## config.mk

```make
export PLATFORM = sky130hd
export DESIGN_NAME = pwr_seq_ctrl
export DESIGN_NICKNAME = d
export VERILOG_FILES = /design/src/rtl/pwr_seq_pkg.sv /design/src/rtl/pwr_sync.sv /design/src/rtl/pwr_etc.sv /design/src/rtl/pwr_ref_gen.sv /design/src/rtl/pwr_fsm.sv /design/src/rtl/pwr_seq_ctrl.sv
export SDC_FILE = /design/constraint.sdc
export NUM_CORES = 1
export LEC_CHECK = 0
export ABC_AREA = 0
export ABC_CLOCK_PERIOD_IN_PS = 5140
export BUFFER_PORTS_ARGS = -buffer_cell sky130_fd_sc_hd__buf_2
export CORE_MARGIN = 5
export CORE_UTILIZATION = 50
export CTS_CLUSTER_SIZE = 40
export DETAILED_ROUTE_END_ITERATION = 8
export PLACE_DENSITY = 0.81
export SLEW_MARGIN = 15
export SYNTH_ARGS = -nofsm -noshare
export SYNTH_HDL_FRONTEND = slang
export SYNTH_SLANG_ARGS = --single-unit
export TNS_END_PERCENT = 1
```

## constraint.sdc

```tcl
create_clock -name clk -period 5.14 [get_ports clk]
set_input_delay 0.771 -clock clk [delete_from_list [all_inputs] [get_ports clk]]
set_output_delay 0.771 -clock clk [all_outputs]
set_load 0.01 [all_outputs]
```

## src/rtl/pwr_seq_pkg.sv

```systemverilog
package pwr_seq_pkg;
  typedef enum logic [2:0] {
    ST_RUN      = 3'd1,
    ST_FAIL     = 3'd2,
    ST_REFONE   = 3'd3,
    ST_HOLD_REF = 3'd4,
    ST_HOLD     = 3'd5,
    ST_WAKE     = 3'd6,
    ST_SLOW     = 3'd7
  } pstate_e;
endpackage

```

## src/rtl/pwr_sync.sv

```systemverilog
module pwr_sync #(
  parameter int STAGES = 2
) (
  input  logic clk,
  input  logic rst,
  input  logic d,
  output logic q
);
  logic [STAGES-1:0] sh;

  always_ff @(posedge clk) begin
    if (rst) sh <= '0;
    else     sh <= {sh[STAGES-2:0], d};
  end

  assign q = sh[STAGES-1];
endmodule

```

## src/rtl/pwr_etc.sv

```systemverilog
module pwr_etc #(
  parameter int ETC_W = 16
) (
  input  logic             clk,
  input  logic             rst,
  input  logic             load,
  input  logic [ETC_W-1:0] load_val,
  input  logic             tick,
  input  logic             run,
  output logic [ETC_W-1:0] value,
  output logic             zero
);
  always_ff @(posedge clk) begin
    if (rst)                            value <= '0;
    else if (load)                      value <= load_val;
    else if (run && tick && value != 0) value <= value - 1'b1;
  end

  assign zero = (value == '0);
endmodule

```

## src/rtl/pwr_ref_gen.sv

```systemverilog
module pwr_ref_gen #(
  parameter int REF_PERIOD  = 16,
  parameter int DFLT_PERIOD = 8
) (
  input  logic clk,
  input  logic rst,
  input  logic run,
  input  logic use_dflt,
  output logic tick
);
  localparam int MAXP = (REF_PERIOD > DFLT_PERIOD) ? REF_PERIOD : DFLT_PERIOD;
  localparam int CW   = (MAXP > 2) ? $clog2(MAXP) : 1;
  localparam logic [CW-1:0] REF_LAST  = CW'(REF_PERIOD - 1);
  localparam logic [CW-1:0] DFLT_LAST = CW'(DFLT_PERIOD - 1);

  logic [CW-1:0] cnt;
  logic [CW-1:0] last;

  assign last = use_dflt ? DFLT_LAST : REF_LAST;
  assign tick = run && (cnt >= last);

  always_ff @(posedge clk) begin
    if (rst || !run)   cnt <= '0;
    else if (cnt >= last) cnt <= '0;
    else               cnt <= cnt + 1'b1;
  end
endmodule

```

## src/rtl/pwr_fsm.sv

```systemverilog
module pwr_fsm
  import pwr_seq_pkg::*;
(
  input  logic    clk,
  input  logic    rst,
  input  logic    pfail,
  input  logic    cpu_rst,
  input  logic    refresh_en,
  input  logic    sw_req_save,
  input  logic    sw_req_normal,
  input  logic    etc_zero,
  input  logic    ref_tick,
  output pstate_e state,
  output logic    ref_run,
  output logic    ref_dflt_mode,
  output logic    etc_run,
  output logic    osc_en,
  output logic    core_freeze,
  output logic    clk_slow,
  output logic    refresh_req,
  output logic    refresh_dflt
);
  pstate_e nxt;

  always_comb begin
    nxt = state;
    unique case (state)
      ST_RUN: begin
        if (pfail)            nxt = ST_FAIL;
        else if (cpu_rst)     nxt = ST_WAKE;
        else if (sw_req_save) nxt = ST_SLOW;
      end
      ST_SLOW: begin
        if (pfail)              nxt = ST_FAIL;
        else if (cpu_rst)       nxt = ST_WAKE;
        else if (sw_req_normal) nxt = ST_RUN;
      end
      ST_FAIL:     if (cpu_rst) nxt = refresh_en ? ST_REFONE : ST_HOLD;
      ST_REFONE:   nxt = ST_HOLD_REF;
      ST_HOLD_REF: begin
        if (!pfail)        nxt = ST_WAKE;
        else if (etc_zero) nxt = ST_HOLD;
      end
      ST_HOLD:     if (!pfail) nxt = ST_WAKE;
      ST_WAKE:     if (!cpu_rst) nxt = ST_SLOW;
      default:     nxt = ST_WAKE;
    endcase
  end

  assign ref_run       = (state == ST_HOLD_REF) || (state == ST_WAKE && refresh_en);
  assign ref_dflt_mode = (state == ST_WAKE);
  assign etc_run       = (state == ST_HOLD_REF) || (state == ST_HOLD);

  always_ff @(posedge clk) begin
    if (rst) begin
      state        <= ST_WAKE;
      osc_en       <= 1'b1;
      core_freeze  <= 1'b0;
      clk_slow     <= 1'b0;
      refresh_req  <= 1'b0;
      refresh_dflt <= 1'b0;
    end else begin
      state        <= nxt;
      osc_en       <= !(nxt == ST_HOLD_REF || nxt == ST_HOLD);
      core_freeze  <= (nxt == ST_HOLD_REF || nxt == ST_HOLD);
      clk_slow     <= (nxt == ST_SLOW);
      refresh_req  <= (state == ST_REFONE)
                   || (ref_tick && state == ST_HOLD_REF && nxt == ST_HOLD_REF)
                   || (ref_tick && state == ST_WAKE);
      refresh_dflt <= (nxt == ST_WAKE) && refresh_en;
    end
  end
endmodule

```

## src/rtl/pwr_seq_ctrl.sv

```systemverilog
module pwr_seq_ctrl
  import pwr_seq_pkg::*;
#(
  parameter int ETC_W       = 16,
  parameter int SYNC_STAGES = 2,
  parameter int REF_PERIOD  = 16,
  parameter int DFLT_PERIOD = 8
) (
  input  logic             clk,
  input  logic             rst,
  input  logic             pfail_async,
  input  logic             cpu_rst,
  input  logic             refresh_en,
  input  logic             sw_req_save,
  input  logic             sw_req_normal,
  input  logic             tick_slow,
  input  logic             etc_load,
  input  logic [ETC_W-1:0] etc_load_val,
  output logic             osc_en,
  output logic             core_freeze,
  output logic             clk_slow,
  output logic             refresh_req,
  output logic             refresh_dflt,
  output logic [ETC_W-1:0] etc_value,
  output logic [2:0]       state_code
);
  logic    pfail_s, etc_zero, ref_tick, ref_run, ref_dflt_mode, etc_run;
  pstate_e state;

  pwr_sync #(.STAGES(SYNC_STAGES)) u_sync (
    .clk(clk), .rst(rst), .d(pfail_async), .q(pfail_s)
  );

  pwr_etc #(.ETC_W(ETC_W)) u_etc (
    .clk(clk), .rst(rst), .load(etc_load), .load_val(etc_load_val),
    .tick(tick_slow), .run(etc_run), .value(etc_value), .zero(etc_zero)
  );

  pwr_ref_gen #(.REF_PERIOD(REF_PERIOD), .DFLT_PERIOD(DFLT_PERIOD)) u_ref (
    .clk(clk), .rst(rst), .run(ref_run), .use_dflt(ref_dflt_mode), .tick(ref_tick)
  );

  pwr_fsm u_fsm (
    .clk(clk), .rst(rst), .pfail(pfail_s), .cpu_rst(cpu_rst),
    .refresh_en(refresh_en), .sw_req_save(sw_req_save),
    .sw_req_normal(sw_req_normal), .etc_zero(etc_zero), .ref_tick(ref_tick),
    .state(state), .ref_run(ref_run), .ref_dflt_mode(ref_dflt_mode),
    .etc_run(etc_run), .osc_en(osc_en), .core_freeze(core_freeze),
    .clk_slow(clk_slow), .refresh_req(refresh_req), .refresh_dflt(refresh_dflt)
  );

  assign state_code = state;
endmodule

```

# Yosys cells after proc, flatten, opt, wreduce, memory -nomap -nowiden
# Cells that the tools add are included.
[word_totals]
ff_bits = 30
in_bits = 25
output_inout_bits = 24
elab_cells = 59
[classes]
addsub = 2
magnitude_cmp = 1
n_eq_ne = 11
muxes = 16
n_reduce_logical = 20
[ops]
columns = ["cell", "count"]
rows = [
  ["3-bit two-way mux", 12],
  ["16-bit two-way mux", 2],
  ["3-bit equality test (second input constant)", 8],
  ["3-bit one-hot mux with 7 select lines", 1],
  ["16-bit zero test", 1],
  ["16-bit nonzero test", 1],
  ["16-bit by 1-bit subtractor with 16-bit output (second input constant)", 1],
  ["1-bit logical AND", 8],
  ["3-bit by 2-bit equality test with 1-bit output (second input constant)", 2],
  ["1-bit logical OR", 6],
  ["4-bit by 1-bit adder with 4-bit output (second input constant)", 1],
  ["4-bit >= comparator", 1],
  ["4-bit two-way mux", 1],
  ["3-bit by 1-bit equality test with 1-bit output (second input constant)", 1],
  ["1-bit zero test", 2],
  ["2-bit nonzero test", 1],
  ["2-bit OR reduction", 1],
]

# Logic depth before layout (Yosys ltp)
[depth]
word_depth = 8
mapped_depth = 8
mapped_depth_nobuf = 7

# Hierarchy
# From an unflattened synthesis, not the netlist that was laid out.
[unflattened]
cells_unflattened = 199
hier_area_um2 = 1680.4
[modules_own_cells]
columns = ["module", "n_inst", "cells_per_inst", "area_each_um2", "seq_area_each_um2"]
rows = [
  ["pwr_etc", 1, 127, 987.2, 320.3],
  ["pwr_fsm", 1, 51, 461.7, 160.2],
  ["pwr_ref_gen", 1, 17, 178.9, 80.1],
  ["pwr_sync", 1, 4, 52.6, 40.0],
]

# Worst setup path before layout
# OpenSTA, ideal clock, no wires.
[synth_timing]
path_kind = "reg2reg"
start = "reg u_etc.value[0]"
end = "reg u_etc.value[14]"
setup_ns = 0.091
arrival_ns = 2.165
required_ns = 5.049
setup_slack_ns = 2.884
stages_incl_launch_ff = 7
path_buffers = 0
period_less_slack_ns = 2.256
path_cell_list = "dfxtp_1 > inv_1 > ha_1 > or4b_1 > a211oi_1 > or4b_2 > a311oi_1"
[synth_via]
elab_chain_cells = 3
word_cells_on_any_way = 6
classes_between = "1 x add/sub; 2 x mux; 3 x reduce/logical"
[synth_lines]
columns = ["item", "line", "text"]
rows = [
  ["start, declared", "pwr_etc.sv:10", "output logic [ETC_W-1:0] value,"],
  ["start signal, assigned", "pwr_etc.sv:15", "else if (load) value <= load_val;"],
  ["start signal, assigned", "pwr_etc.sv:16", "else if (run && tick && value != 0) value <= value - 1'b1;"],
  ["16-bit by 1-bit subtractor with 16-bit output / 16-bit nonzero test (equally long branches)", "pwr_etc.sv:16", ""],
  ["16-bit two-way mux / 1-bit logical AND (equally long branches)", "pwr_etc.sv:16", ""],
  ["16-bit two-way mux / 2-bit nonzero test (equally long branches)", "-", ""],
]
# Several ways; a longest one is shown, not always the timed one. The select of a mux whose other input is x is not followed.
# A chain may end at the register's enable or synchronous reset.

# Worst setup path after layout
# Ends and elaborated chain as after synthesis.

==> results.txt <==
* Async S/R FF share, synth: 0%
- Clock latency on the worst-skew pair: 0.34 ns
* Worst Path Max Fanout: 4
- Synthesis handed over a netlist of 199 instances.
- Final Cycle Share: 47.7%
- In the routed layout, each cell is associated on average with a via count of 5.79.
* Count of port buffers added during placement: 48
- Buffers inserted to repair hold after CTS numbered 0.
- Counting distinct cell types in the post-synthesis netlist gives 56.
- Summing the areas of all and, or, nand and nor instances in the mapped netlist gives 33.8% of the synthesized area.
- At the placement stage, the worst setup path has a slack of 2.68 ns.
* Via count: 1680
* Die Footprint: 4740 um2
* Antenna viol nets, final: 0
- Setup bufs post-CTS: 0
- Share of synthesized area occupied by flip-flops and latches: a little over a third
- Post-CTS sizing: 0
* Number of clock sinks: 30
* Most common cell after layout, fill and taps aside: sky130_fd_sc_hd__buf_2
- The first global-routing pass estimated 6790 um of wire.
- Total number of placement rows: 21
* Diode insertion count for antenna repair: 0
- Clock tree from TritonCTS: built
- Per-instance average area after synthesis: 8.70 um2
- Pin slew with the least headroom to its limit: 0.822 ns
- Clock tree synthesis inserted a total of 5 buffers.
- Non-filler instance count after layout: 290
- Antenna violations before repair: 0
- Setup repair after global routing left no endpoint under its margin.
- Post-Synth Adder-Cell Area: around 2.2%
- Before antenna repair, the detailed router went through 4 iterations.
* Hold depth: 1
- In this run, synthesis produced a sequential element count of 30.
* Startpoint kind of the worst setup timing path: flip-flop
* Commonest cells after routing, fill and taps aside: sky130_fd_sc_hd__buf_2 (48), sky130_fd_sc_hd__dfxtp_1 (30), sky130_fd_sc_hd__nor2_1 (22), sky130_fd_sc_hd__a311oi_1 (11), sky130_fd_sc_hd__nand2_1 (9)
- The hold violation total from the final report came to 0.
- The setup path with the least slack is of type flip-flop to flip-flop.
- Worst ir drop on vdd: ~0.17 mV
- Post-detailed-routing wire length: 4100 um
- Syn-to-layout area delta: 19.1%
* Dominant register cell in the synthesized netlist: sky130_fd_sc_hd__dfxtp_1
* Power share of the clock group: 39.0%
- The H-tree was split into 2 levels.
* Initial standard-cell utilization of the core: 51.9%
- Detailed placement ended at an HPWL of 2990 um.
- Global-route congestion overflow total: 0
- After detailed routing, the number of remaining DRC violations is 0.
* Final worst path period need: 2.45 ns
- Overall Global Routing Usage: 19.3%
- From left edge to right edge, the die measures 68.9 um.
* Pleak: 0.832 nW
* Post-route clock skew: 0.00654 ns
- Share of post-route cells with drive strength above 1: 29.5%
- The first routing iteration left 69 violations.
- Post-synthesis instance area: 1730 um2
- Internal power comes to ~0.47 mW.
- At the end of the flow, the number of nets in the layout was between 200 and 300.
* Power dissipated by switching net loads: approximately 0.17 mW
- No sink is reached through more buffers than the 2 on the longest clock path.
* Routability congestion estimate: 0.858
- The max-slew violation total from the final report is 0.
- The path class of the tightest hold or removal check is flip-flop to flip-flop.
- Max-slew headroom at the worst pin: 45.1%
* Total chip power: 0.639 mW
* Area of the placeable core: 3340 um2
* Count of pins on the block boundary: 49
- In this run, flip-flops and latches consume 42.5% of the power.
* Number of cells in the design after placement: 282
* Max_cap viols: 0
- Data arrives at the worst endpoint at 2.70 ns.
- Total of warnings raised by yosys: 0
- # setup viols final: 0
- After synthesis, the share of cell area in mux cells is 0%.
- Clock input transition at the sequential cells of the worst setup and hold paths: 0.10 ns
- Cell at the root of the clock tree: sky130_fd_sc_hd__clkbuf_4
* Compound-gate portion of the synthesized area: 21.9%
- Type of destination of the critical path: flip-flop
- Power Density: 310 nW/um2
- Achievable clock frequency: about 0.41 GHz
- For the worst setup path, the data required time is 5.39 ns.
* Share of total power in combinational logic: 18.4%
- In this run, synthesis inferred 0 flip-flops with an integrated enable.
* Fraction of synthesized cell area in xor and xnor cells: 1.01%
* Switching part of the total: 26.9%
* Dominant combinational cell family by area after synthesis: simple AND/OR/NAND/NOR gates
* Setup_tns: 0 ns
- Worst setup margin: about 2.7 ns
- Synthesized Nets: 227
- Dividing the detail-routed wire length by the instance count gives roughly 14 um.
* Via count of the first global-routing pass: 1507
* Reg2reg path depth: 6
* Pin count of the biggest net entering global routing: 30
- Die boundary height: approximately 69 um
* Status: finished clean
==> layer usage <==
layer	track usage [%]	wire, um	part of all wire [%]
met1	24.7	1900	46
met2	29.5	1870	46
met3	6.81	266	6.5
met4	7.54	59	1.4
met5	0	0	0
==> cell families after synthesis <==
kind of cell	after synthesis
XOR/XNOR	2
AND/OR/NAND/NOR	97
buffers and inverters	20
flip-flops	30
adder cells (fa/ha/maj)	3
AO/OA/AOI/OAI	47
==> per-stage QoR <==
stage / area (um2) / utilization, % / hold WS (ns)
6_report: 2060 / 61.8 / 0.445
5_1_grt: 2060 / 61.8 / 0.489
4_1_cts: 2060 / 61.8 / 0.451
3_5_place_dp: 1950 / 58.5 / 0.426
3_3_place_gp: 1950 / 58.5 / 0.420
2_1_floorplan: 1730 / - / 0.414
==> registers in the layout, summed over array words and instances (netlist names) <==
signal              cells
u_fsm.clk_slow          1
u_fsm.refresh_dflt      1
u_fsm.core_freeze       1
u_fsm.osc_en            1
u_fsm.refresh_req       1
u_ref.cnt               4
u_fsm.state             3
u_sync.sh               2
u_etc.value            16
==> synthesized netlist by cell type (3+ instances only) <==
master	n	area, um2
sky130_fd_sc_hd__clkbuf_1	6	22.5
sky130_fd_sc_hd__o31ai_1	8	60.1
sky130_fd_sc_hd__nor4_1	6	37.5
sky130_fd_sc_hd__nand3_1	5	25.0
sky130_fd_sc_hd__nor2b_1	7	43.8
sky130_fd_sc_hd__clkbuf_8	3	41.3
sky130_fd_sc_hd__a311oi_1	11	96.3
sky130_fd_sc_hd__inv_1	8	30.0
sky130_fd_sc_hd__or4_2	3	26.3
sky130_fd_sc_hd__or4_1	5	37.5
sky130_fd_sc_hd__nor2_1	22	82.6
sky130_fd_sc_hd__o211ai_1	4	30.0
sky130_fd_sc_hd__nor3_1	5	25.0
sky130_fd_sc_hd__nand2b_1	5	31.3
sky130_fd_sc_hd__o21ai_0	4	20.0
sky130_fd_sc_hd__nor3b_1	3	22.5
sky130_fd_sc_hd__dfxtp_1	30	601
sky130_fd_sc_hd__ha_1	3	37.5
sky130_fd_sc_hd__nand2_1	9	33.8
sky130_fd_sc_hd__or3_1	4	25.0
==> power by group through the flow <==
stage / combinational, mW / clock [mW] / sequential [mW]
4_1_cts: 0.119 / 0.255 / 0.271
6_report: 0.118 / 0.249 / 0.272
2_1_floorplan: 0.0801 / 0 / 0.275
3_5_place_dp: 0.118 / 0 / 0.277
3_3_place_gp: 0.117 / 0 / 0.277
5_1_grt: 0.133 / 0.264 / 0.276
==> layout make-up <==
| class | count | area, um2 |
|---|---|---|
| fill | 291 | 1270 |
| multi-input combinational | 149 | 1020 |
| sequential | 30 | 601 |
| timing repair buffer | 48 | 240 |
| clock inverter | 2 | 60.1 |
| tap | 46 | 57.6 |
| clock buffer | 6 | 51.3 |
| inverter | 9 | 33.8 |
==> worst paths after layout <==
kind	start	end	slack, ns
max reg2reg	u_etc.value[0]	u_etc.value[14]	2.69
min reg2reg	u_sync.sh[0]	u_sync.sh[1]	0.45
max	u_etc.value[0]	u_etc.value[14]	2.69
min	u_sync.sh[0]	u_sync.sh[1]	0.45
==> worst max-delay path: stages, from the launching register on <==
cell                       delay, ns
sky130_fd_sc_hd__dfxtp_1        0.35
sky130_fd_sc_hd__inv_1          0.10
sky130_fd_sc_hd__ha_1           0.21
sky130_fd_sc_hd__or4b_1         0.47
sky130_fd_sc_hd__a211oi_1       0.36
sky130_fd_sc_hd__or4b_2         0.62
sky130_fd_sc_hd__a311oi_1       0.25
No activity file was read; power rests on OpenSTA's default activity.
